==> config.mk <==
export PLATFORM = sky130hd
export DESIGN_NAME = dual_adc_reader
export DESIGN_NICKNAME = d
export VERILOG_FILES = /design/src/rtl/dar_pkg.sv /design/src/rtl/dar_frame_ctrl.sv /design/src/rtl/dar_shift_capture.sv /design/src/rtl/dar_unpack.sv /design/src/rtl/dual_adc_reader.sv
export SDC_FILE = /design/constraint.sdc
export NUM_CORES = 1
export LEC_CHECK = 0
export BUFFER_PORTS_ARGS = -buffer_cell sky130_fd_sc_hd__clkbuf_2
export CAP_MARGIN = 20
export CORE_MARGIN = 2
export CORE_UTILIZATION = 55
export CTS_CLUSTER_DIAMETER = 100
export DETAILED_ROUTE_END_ITERATION = 10
export PLACE_DENSITY = 0.79
export RECOVER_POWER = 50
export SYNTH_ARGS = -nofsm -noshare
export SYNTH_HDL_FRONTEND = slang
export SYNTH_HIERARCHICAL = 1
export SYNTH_SLANG_ARGS = --single-unit
==> constraint.sdc <==
create_clock -name clk -period 3.99 [get_ports clk]
set_input_delay 0.1995 -clock clk [delete_from_list [all_inputs] [get_ports clk]]
set_output_delay 0.1995 -clock clk [all_outputs]
set_load 0.01 [all_outputs]
==> src/rtl/dar_pkg.sv <==
package dar_pkg;

    typedef enum logic [1:0] {
        MODE_DUAL14 = 2'd0,
        MODE_DUAL16 = 2'd1,
        MODE_SGL_A  = 2'd2,
        MODE_SGL_B  = 2'd3
    } dar_mode_e;

    typedef enum logic [1:0] {
        ST_IDLE = 2'd0,
        ST_RUN  = 2'd1,
        ST_DONE = 2'd2,
        ST_GAP  = 2'd3
    } dar_state_e;

endpackage

==> src/rtl/dar_frame_ctrl.sv <==
module dar_frame_ctrl
    import dar_pkg::*;
#(
    parameter int DIV       = 2,
    parameter int CS_GAP    = 4,
    parameter int SHORT_LEN = 14,
    parameter int WORD_LEN  = 16,
    parameter int LONG_LEN  = 32
) (
    input  logic       clk,
    input  logic       rst_n,
    input  logic       start,
    input  logic [1:0] mode_i,
    output logic       cs_n,
    output logic       sclk,
    output logic       sample_en,
    output logic       frame_done,
    output dar_mode_e  mode_lat
);

    localparam int DIV_W = (DIV > 1) ? $clog2(DIV) : 1;
    localparam int GAP_W = (CS_GAP > 1) ? $clog2(CS_GAP) : 1;
    localparam int CNT_W = $clog2(LONG_LEN);

    typedef struct packed {
        dar_state_e       st;
        logic [DIV_W-1:0] div;
        logic [CNT_W-1:0] bits;
        logic [GAP_W-1:0] gap;
        logic             sclk;
        logic             cs_n;
        dar_mode_e        mode;
    } ctrl_t;

    ctrl_t            ctl_d, ctl_q;
    logic [CNT_W-1:0] last_bit;

    // Last rising-edge index of the frame, chosen by the latched mode.
    always_comb begin
        case (ctl_q.mode)
            MODE_DUAL14: last_bit = CNT_W'(SHORT_LEN - 1);
            MODE_DUAL16: last_bit = CNT_W'(WORD_LEN - 1);
            default:     last_bit = CNT_W'(LONG_LEN - 1);
        endcase
    end

    always_comb begin
        ctl_d      = ctl_q;
        sample_en  = 1'b0;
        frame_done = 1'b0;
        case (ctl_q.st)
            ST_IDLE: begin
                if (start) begin
                    ctl_d.st   = ST_RUN;
                    ctl_d.cs_n = 1'b0;
                    ctl_d.sclk = 1'b1;
                    ctl_d.div  = '0;
                    ctl_d.bits = '0;
                    ctl_d.mode = dar_mode_e'(mode_i);
                end
            end
            ST_RUN: begin
                if (ctl_q.div == DIV_W'(DIV - 1)) begin
                    ctl_d.div  = '0;
                    ctl_d.sclk = ~ctl_q.sclk;
                    if (!ctl_q.sclk) begin
                        // rising edge: data shifted on the prior fall is stable
                        sample_en = 1'b1;
                        if (ctl_q.bits == last_bit) begin
                            ctl_d.st = ST_DONE;
                        end else begin
                            ctl_d.bits = ctl_q.bits + 1'b1;
                        end
                    end
                end else begin
                    ctl_d.div = ctl_q.div + 1'b1;
                end
            end
            ST_DONE: begin
                ctl_d.cs_n = 1'b1;
                ctl_d.gap  = '0;
                ctl_d.st   = ST_GAP;
                frame_done = 1'b1;
            end
            default: begin
                if (ctl_q.gap == GAP_W'(CS_GAP - 1)) begin
                    ctl_d.st = ST_IDLE;
                end else begin
                    ctl_d.gap = ctl_q.gap + 1'b1;
                end
            end
        endcase
    end

    always_ff @(posedge clk or negedge rst_n) begin
        if (!rst_n) begin
            ctl_q <= '{st: ST_IDLE, div: '0, bits: '0, gap: '0,
                       sclk: 1'b1, cs_n: 1'b1, mode: MODE_DUAL14};
        end else begin
            ctl_q <= ctl_d;
        end
    end

    assign cs_n     = ctl_q.cs_n;
    assign sclk     = ctl_q.sclk;
    assign mode_lat = ctl_q.mode;

endmodule

==> src/rtl/dar_shift_capture.sv <==
module dar_shift_capture #(
    parameter int LEN = 32
) (
    input  logic           clk,
    input  logic           rst_n,
    input  logic           shift_en,
    input  logic           din,
    output logic [LEN-1:0] word
);

    logic [LEN-1:0] word_d, word_q;

    always_comb begin
        word_d = word_q;
        if (shift_en) begin
            word_d = {word_q[LEN-2:0], din};
        end
    end

    always_ff @(posedge clk or negedge rst_n) begin
        if (!rst_n) begin
            word_q <= '0;
        end else begin
            word_q <= word_d;
        end
    end

    assign word = word_q;

endmodule

==> src/rtl/dar_unpack.sv <==
module dar_unpack
    import dar_pkg::*;
#(
    parameter int DATA_W  = 12,
    parameter int LEAD_W  = 2,
    parameter int TRAIL_W = 2
) (
    input  dar_mode_e                                mode,
    input  logic [2*(LEAD_W+DATA_W+TRAIL_W)-1:0]     line_a,
    input  logic [2*(LEAD_W+DATA_W+TRAIL_W)-1:0]     line_b,
    output logic [DATA_W-1:0]                        samp_a,
    output logic [DATA_W-1:0]                        samp_b,
    output logic                                     bad
);

    localparam int SHORT_LEN = LEAD_W + DATA_W;
    localparam int WORD_LEN  = SHORT_LEN + TRAIL_W;
    localparam int LONG_LEN  = 2 * WORD_LEN;

    function automatic logic [DATA_W-1:0] word_data(input logic [WORD_LEN-1:0] w);
        return w[WORD_LEN-LEAD_W-1:TRAIL_W];
    endfunction

    function automatic logic word_bad(input logic [WORD_LEN-1:0] w);
        return (|w[WORD_LEN-1:WORD_LEN-LEAD_W]) | (|w[TRAIL_W-1:0]);
    endfunction

    // Newest bit sits at index 0; the oldest word of a long frame is the upper half.
    always_comb begin
        case (mode)
            MODE_DUAL14: begin
                samp_a = line_a[DATA_W-1:0];
                samp_b = line_b[DATA_W-1:0];
                bad    = (|line_a[SHORT_LEN-1:DATA_W]) | (|line_b[SHORT_LEN-1:DATA_W]);
            end
            MODE_DUAL16: begin
                samp_a = word_data(line_a[WORD_LEN-1:0]);
                samp_b = word_data(line_b[WORD_LEN-1:0]);
                bad    = word_bad(line_a[WORD_LEN-1:0]) | word_bad(line_b[WORD_LEN-1:0]);
            end
            MODE_SGL_A: begin
                samp_a = word_data(line_a[LONG_LEN-1:WORD_LEN]);
                samp_b = word_data(line_a[WORD_LEN-1:0]);
                bad    = word_bad(line_a[LONG_LEN-1:WORD_LEN]) | word_bad(line_a[WORD_LEN-1:0]);
            end
            default: begin
                samp_b = word_data(line_b[LONG_LEN-1:WORD_LEN]);
                samp_a = word_data(line_b[WORD_LEN-1:0]);
                bad    = word_bad(line_b[LONG_LEN-1:WORD_LEN]) | word_bad(line_b[WORD_LEN-1:0]);
            end
        endcase
    end

endmodule

==> src/rtl/dual_adc_reader.sv <==
module dual_adc_reader
    import dar_pkg::*;
#(
    parameter int DATA_W  = 12,
    parameter int LEAD_W  = 2,
    parameter int TRAIL_W = 2,
    parameter int DIV     = 2,
    parameter int CS_GAP  = 4
) (
    input  logic              clk,
    input  logic              rst_n,
    input  logic              start,
    input  logic [1:0]        mode,
    input  logic              sdata_a,
    input  logic              sdata_b,
    output logic              cs_n,
    output logic              sclk,
    output logic [DATA_W-1:0] samp_a,
    output logic [DATA_W-1:0] samp_b,
    output logic              samp_valid,
    output logic              frame_err
);

    localparam int SHORT_LEN = LEAD_W + DATA_W;
    localparam int WORD_LEN  = SHORT_LEN + TRAIL_W;
    localparam int LONG_LEN  = 2 * WORD_LEN;
    localparam int NUM_LINES = 2;

    typedef struct packed {
        logic [DATA_W-1:0] a;
        logic [DATA_W-1:0] b;
        logic              vld;
        logic              err;
    } res_t;

    logic                 sample_en;
    logic                 frame_done;
    dar_mode_e            mode_lat;
    logic [NUM_LINES-1:0] sdata_vec;
    logic [LONG_LEN-1:0]  line_word [NUM_LINES];
    logic [DATA_W-1:0]    dec_a, dec_b;
    logic                 dec_bad;
    res_t                 res_d, res_q;

    assign sdata_vec = {sdata_b, sdata_a};

    dar_frame_ctrl #(
        .DIV       (DIV),
        .CS_GAP    (CS_GAP),
        .SHORT_LEN (SHORT_LEN),
        .WORD_LEN  (WORD_LEN),
        .LONG_LEN  (LONG_LEN)
    ) u_ctrl (
        .clk        (clk),
        .rst_n      (rst_n),
        .start      (start),
        .mode_i     (mode),
        .cs_n       (cs_n),
        .sclk       (sclk),
        .sample_en  (sample_en),
        .frame_done (frame_done),
        .mode_lat   (mode_lat)
    );

    for (genvar g = 0; g < NUM_LINES; g++) begin : g_line
        dar_shift_capture #(
            .LEN (LONG_LEN)
        ) u_cap (
            .clk      (clk),
            .rst_n    (rst_n),
            .shift_en (sample_en),
            .din      (sdata_vec[g]),
            .word     (line_word[g])
        );
    end

    dar_unpack #(
        .DATA_W  (DATA_W),
        .LEAD_W  (LEAD_W),
        .TRAIL_W (TRAIL_W)
    ) u_unpack (
        .mode   (mode_lat),
        .line_a (line_word[0]),
        .line_b (line_word[1]),
        .samp_a (dec_a),
        .samp_b (dec_b),
        .bad    (dec_bad)
    );

    always_comb begin
        res_d     = res_q;
        res_d.vld = 1'b0;
        if (frame_done) begin
            res_d.a   = dec_a;
            res_d.b   = dec_b;
            res_d.err = dec_bad;
            res_d.vld = 1'b1;
        end
    end

    always_ff @(posedge clk or negedge rst_n) begin
        if (!rst_n) begin
            res_q <= '0;
        end else begin
            res_q <= res_d;
        end
    end

    assign samp_a     = res_q.a;
    assign samp_b     = res_q.b;
    assign samp_valid = res_q.vld;
    assign frame_err  = res_q.err;

endmodule

# Word-level counts from Yosys, hierarchy flattened
# Index checks and enable logic that the tools add are counted.
dict set report word_totals {
  ff_bits 104
  rom_bits 0
  latchBits 0
  n_memories 0
  mem_bits_rw 0
}
dict set report op_classes {
  reduce_logical 23
  mul 0
  n_lt_le_gt_ge 0
  eq_ne 12
  div_mod_pow 0
  n_bitwise 10
  n_mux 26
  shift 0
  addsub 3
}
# cell count
set op_table {}
lappend op_table {{one-hot mux 12 bit (3 select lines)} 2}
lappend op_table {{OR reduction 2 bit} 11}
lappend op_table {{2-to-1 mux 5 bit} 3}
lappend op_table {{2-to-1 mux 2 bit} 6}
lappend op_table {{one-hot mux 6 bit (2 select lines)} 1}
lappend op_table {{one-hot mux 5 bit (2 select lines)} 1}
lappend op_table {{AND reduction 5 bit} 2}
lappend op_table {{2-to-1 mux 8 bit} 1}
lappend op_table {{inequality test 2 bit (second input constant)} 4}
lappend op_table {{bitwise OR 1 bit} 8}
lappend op_table {{AND reduction 2 bit} 4}
lappend op_table {{== test 2 bit (second input constant)} 3}
lappend op_table {{2-to-1 mux 1 bit} 6}
lappend op_table {{one-hot mux 2 bit (3 select lines)} 1}
lappend op_table {{adder 5 x 1 -> 5 bit (second input constant)} 1}
lappend op_table {{== test 5 bit} 1}
lappend op_table {{== test 2 x 1 -> 1 bit (second input constant)} 2}
lappend op_table {{zero test 2 bit} 2}
lappend op_table {{2-to-1 mux 4 bit} 1}
lappend op_table {{inequality test 2 x 1 -> 1 bit (second input constant)} 2}
lappend op_table {{one-hot mux 1 bit (2 select lines)} 2}
lappend op_table {{one-hot mux 2 bit (2 select lines)} 1}
lappend op_table {{nonzero test 2 bit} 2}
lappend op_table {{nonzero test 4 bit} 1}
lappend op_table {{other kinds (5)} 6}

# Longest topological paths before layout
dict set report logic_depth {
  word_depth 7
  ltp_mapped 8
}

# Modules after synthesis
# The synthesis kept the hierarchy.
# module area_per_inst_um2 cells_each instances
set by_module_without_submodules {}
lappend by_module_without_submodules {dar_shift_capture 1345.0 68 2}
lappend by_module_without_submodules {dual_adc_reader 1058.5 54 1}
lappend by_module_without_submodules {dar_frame_ctrl 850.8 84 1}
lappend by_module_without_submodules {dar_unpack 774.5 99 1}

# Worst setup path before layout
# OpenSTA, ideal clock, no wires.
dict set report synth_timing {
  path_kind {flip-flop to flip-flop}
  startpoint {reg u_ctrl/ctl_q[13] (netlist bit)}
  endpoint {reg g_line[0].u_cap.word_q[0]}
  required_ps 3865
  stages_incl_launch_ff 9
  path_buffers 3
  t_arrival_ps 1847
  setup_time_ps 125
  setup_slack_ps 2018
  synth_period_minus_slack_ps 1972
  path_cell_list {dfrtp_1 inv_1 ha_1 clkbuf_1 inv_1 nor2_1 buf_6 buf_12 mux2_4}
}
dict set report synth_via {
  elab_chain_cells 2
}
# item line_no
set synth_rtl {}
lappend synth_rtl {{start: declaration} dar_frame_ctrl.sv:35} ;# ctrl_t ctl_d, ctl_q;
lappend synth_rtl {{start signal: assignment} dar_frame_ctrl.sv:97} ;# ctl_q <= '{st: ST_IDLE, div: '0, bits: '0, gap: '0,
lappend synth_rtl {{start signal: assignment} dar_frame_ctrl.sv:100} ;# ctl_q <= ctl_d;
lappend synth_rtl {{== test 2 x 1 -> 1 bit} dar_frame_ctrl.sv:51} ;# case (ctl_q.st)
lappend synth_rtl {{2-to-1 mux 1 bit} dar_frame_ctrl.sv:51}
lappend synth_rtl {{named net sample_en} dual_adc_reader.sv:36} ;# logic sample_en;
lappend synth_rtl {{end signal: assignment} dar_shift_capture.sv:24} ;# word_q <= word_d;
lappend synth_rtl {{end: declaration} dar_shift_capture.sv:11} ;# logic [LEN-1:0] word_d, word_q;
# The timed path passes the listed nets, and every way through them passes these cells.
# A chain may end at the register's enable or synchronous reset.

# Final worst setup path
dict set report layout_timing {
  startpoint {reg u_ctrl/ctl_q[12] (netlist bit)}
  endpoint {reg u_ctrl/ctl_q[13] (netlist bit)}
}
dict set report layout_via {
  elab_chain_cells 3
  elab_cells_between_ends 10
  classes_between {eq/ne (6); mux (1); reduce/logical (3)}
}
# item line_no
set layout_rtl {}
lappend layout_rtl {{== test 2 x 1 -> 1 bit (tied with other cells)} dar_frame_ctrl.sv:51}
lappend layout_rtl {{inequality test 2 x 1 -> 1 bit (no source line) (tied with other cells)} -}
lappend layout_rtl {{AND reduction 5 bit (no source line)} -}
# Several ways; a longest one is shown, not always the timed one.

==> results.md <==
- CP Capture Point: u_ctrl/ctl_q[13]
- Status: finished, violations left
- Clk sink count: 104
- Setup Viol. Count Final: 0
- Final total power: 1780 uW
- Crit. Startpoint: u_ctrl/ctl_q[12]
- Drt total wl: 9900 um
- Max-Cap Viols: 2
- Post-synth EDFFs: 0
- Total grt overflow: 0
- Highest-count cells in the layout ignoring fill and taps: 102 x dfrtp_1, 80 x mux2_4, 30 x inv_1
- Post-route DRC violation count: 0
- Distinct cell type count after synthesis: 42
- Worst setup SP type: register
- Die X-Extent: 103 um
- Post-layout util: 0.585
- Seq/Total Area, Yosys: 0.485
- Via density: 5.87
- Global-route wire length before repair: 16000 um
- Commonest non-fill, non-tap cell in the layout: dfrtp_1
- Fin crit share: 0.782
- Layout area overhead: 4.96%
- Min-Delay Path Class: input pin to register
- Fin nets: 416
- GRT Total Usage: 0.199
- Initial Util: 0.558
- Fmax: 321 MHz
- Top routing layer in use: met4
- Worst Clk Skew: 0.0137 ns
- Number of synthesized register bits: 104
- DR WL met3: 453 um
- Clock buffer depth: 2
- Power per cell area: 315 mW/mm2
- Share of layout cells above drive strength 1: 0.317
- Fin crit period: 3.12 ns
- Lkg Pwr: 0.00257 uW
- Clock Latency Late Sink: 0.37 ns
- CP Max Fanout: 21
- R2R setup slack: 0.87 ns
- CP required: 4.25 ns
- RR Endpoint: u_ctrl/ctl_q[13]
- Ant. Diodes: 0
- Clk pin slew, worst setup/hold paths: 0.10 ns
- Peak VDD IR: 0.197 mV
- Post-detailed-route wirelength per cell: 18.4 um
- DR vias: 3153
- FF-to-FF Start: u_ctrl/ctl_q[12]
- Worst-Margin Slew: 1.72 ns
- Post-DRT Antenna Nets: 0
- CTS root buffer: clkbuf_8
- Worst Setup End Kind: register
- Setup TNS: 0 ns
- WP data arrival: 3.38 ns
- RePlAce Congestion: 0.814
- CTS tree: done
- RSZ-0062 raised after global routing: false
- Chip Height: 103 um
- Final Hold Vio Count: 0
- Number of global-route vias before repair: 3039
- Mean post-synth cell area: 14.4 um2
- Worst Path Class, Setup: register to register
- Cells after Synth: 373
- WL met2: 4690 um
- Setup repair bufs after CTS: 0
- Depth of the worst register-to-register path: 6
- Die area: 0.0106 mm2
- Final Max Slew Viols: 94
- Num rows: 36
- Largest net degree at the start of global routing: 72
- Min-Delay Path Depth: 2
- Detail Placement HPWL: 6490 um
- Failing checks: max-capacitance violations, max-slew violations
- Top-area cell type share of the netlist area: 0.475
- H-tree depth: 3
- Slew HR: -0.148
- Core Area: 0.00964 mm2
- I/O pins: 35
- Asr flop ratio synth: 1.00
- Post-synthesis instance area: 0.00537 mm2
- CTS buffer count: 9
- Main synth FF type: dfrtp_1
- # port buffers: 34
- Synthesized Nets: 390
- M1 WL: 4620 um
- Area leader, netlist: dfrtp_1
- Syn. warnings: 6
- Antenna violations before repair: 0
- Initial DRC count: 349
- Top cells by area, synth: dfrtp_1 47%, mux2_4 22%, mux2i_1 5.0%
- DRT Pass-1 Iters: 8
-- stage by stage --
step | worst slack (ns) | instances | instance area, um2 | hold WS, ns
floorplan | 2.02 | 373 | 5370 | -0.0961
global placement | 1.36 | 520 | 5480 | 0.367
detailed placement | 1.26 | 520 | 5480 | 0.380
CTS | 1.24 | 537 | 5680 | 0.0544
global route | 0.679 | 537 | 5640 | 0.0411
finish | 0.872 | 537 | 5640 | 0.0639
-- worst max-delay path, stage by stage (launching register included) --
cell      delay (ns)
dfrtp_1         0.41
inv_1           0.13
ha_2            0.39
clkbuf_1        1.26
o41ai_1         0.23
a21oi_2         0.23
mux2_2          0.36
-- state kept, by name, indices dropped and copies added (netlist names) --
| signal | count |
|---|---|
| frame_err | 1 |
| g_line.u_cap/word | 64 |
| samp_a | 12 |
| samp_b | 12 |
| samp_valid | 1 |
| u_ctrl/cs_n | 1 |
| u_ctrl/ctl_q | 10 |
| u_ctrl/mode_lat | 2 |
| u_ctrl/sclk | 1 |
-- how the worst min path moves through the flow --
stage | end | start | slack [ns]
2_1_floorplan | frame_err | rst_n | -0.1
3_5_place_dp | samp_a[2] | rst_n | 0.38
4_1_cts | u_ctrl/mode_lat[1] | mode[1] | 0.05
6_report | g_line[1].u_cap/word[0] | sdata_b | 0.06
5_1_grt | g_line[1].u_cap/word[0] | sdata_b | 0.04
3_3_place_gp | samp_a[1] | rst_n | 0.37
-- repair_timing --
item / CTS / global route
setup endpoints to repair: 0 / 0
resized for setup: 0 / 0
hold endpoints to repair: 70 / 0
hold buffers: 1 / 0
-- logic make-up after synthesis --
family / count (synthesis) / synth area share
flops: 104 / 0.485
fa+ha+maj: 10 / 0.0233
mux: 121 / 0.303
simple gates: 32 / 0.0331
compound gates: 50 / 0.0796
buf+inv: 56 / 0.0761
-- layout make-up --
| class | count | area, um2 |
|---|---|---|
| clock inverters | 6 | 50.0 |
| well taps | 133 | 166 |
| repair buffers | 41 | 199 |
| inverters | 30 | 113 |
| flip-flops and latches | 104 | 2610 |
| fillers | 787 | 4000 |
| clock buffers | 10 | 138 |
| multi-input cells | 213 | 2370 |
-- cells in the mapped netlist (3+ instances only) --
master / instances
a21oi_1: 3
inv_1: 30
mux2_4: 80
dfrtp_1: 102
nor4_1: 4
o21ai_0: 6
buf_6: 6
buf_12: 8
nand3_1: 4
buf_2: 7
nand2_1: 5
a222oi_1: 24
buf_4: 4
nand2b_1: 3
mux2i_1: 27
mux2_2: 14
ha_1: 10
nor2_1: 6
-- routing by layer --
| layer | up-vias | track usage |
|---|---|---|
| met5 | - | 0 |
| met4 | 0 | 0.0516 |
| met3 | 14 | 0.0488 |
| met2 | 101 | 0.304 |
| met1 | 1608 | 0.287 |
| li1 | 1430 | - |
-- report_power, final --
part / internal [uW] / total [uW] / leakage [uW] / switching [uW]
Clock: 251 / 623 / 0.0000895 / 373
Combinational: 31.4 / 68.3 / 0.00112 / 36.9
Sequential: 1070 / 1080 / 0.00136 / 18.4
Note: power is estimated with default switching activity, not from simulation.
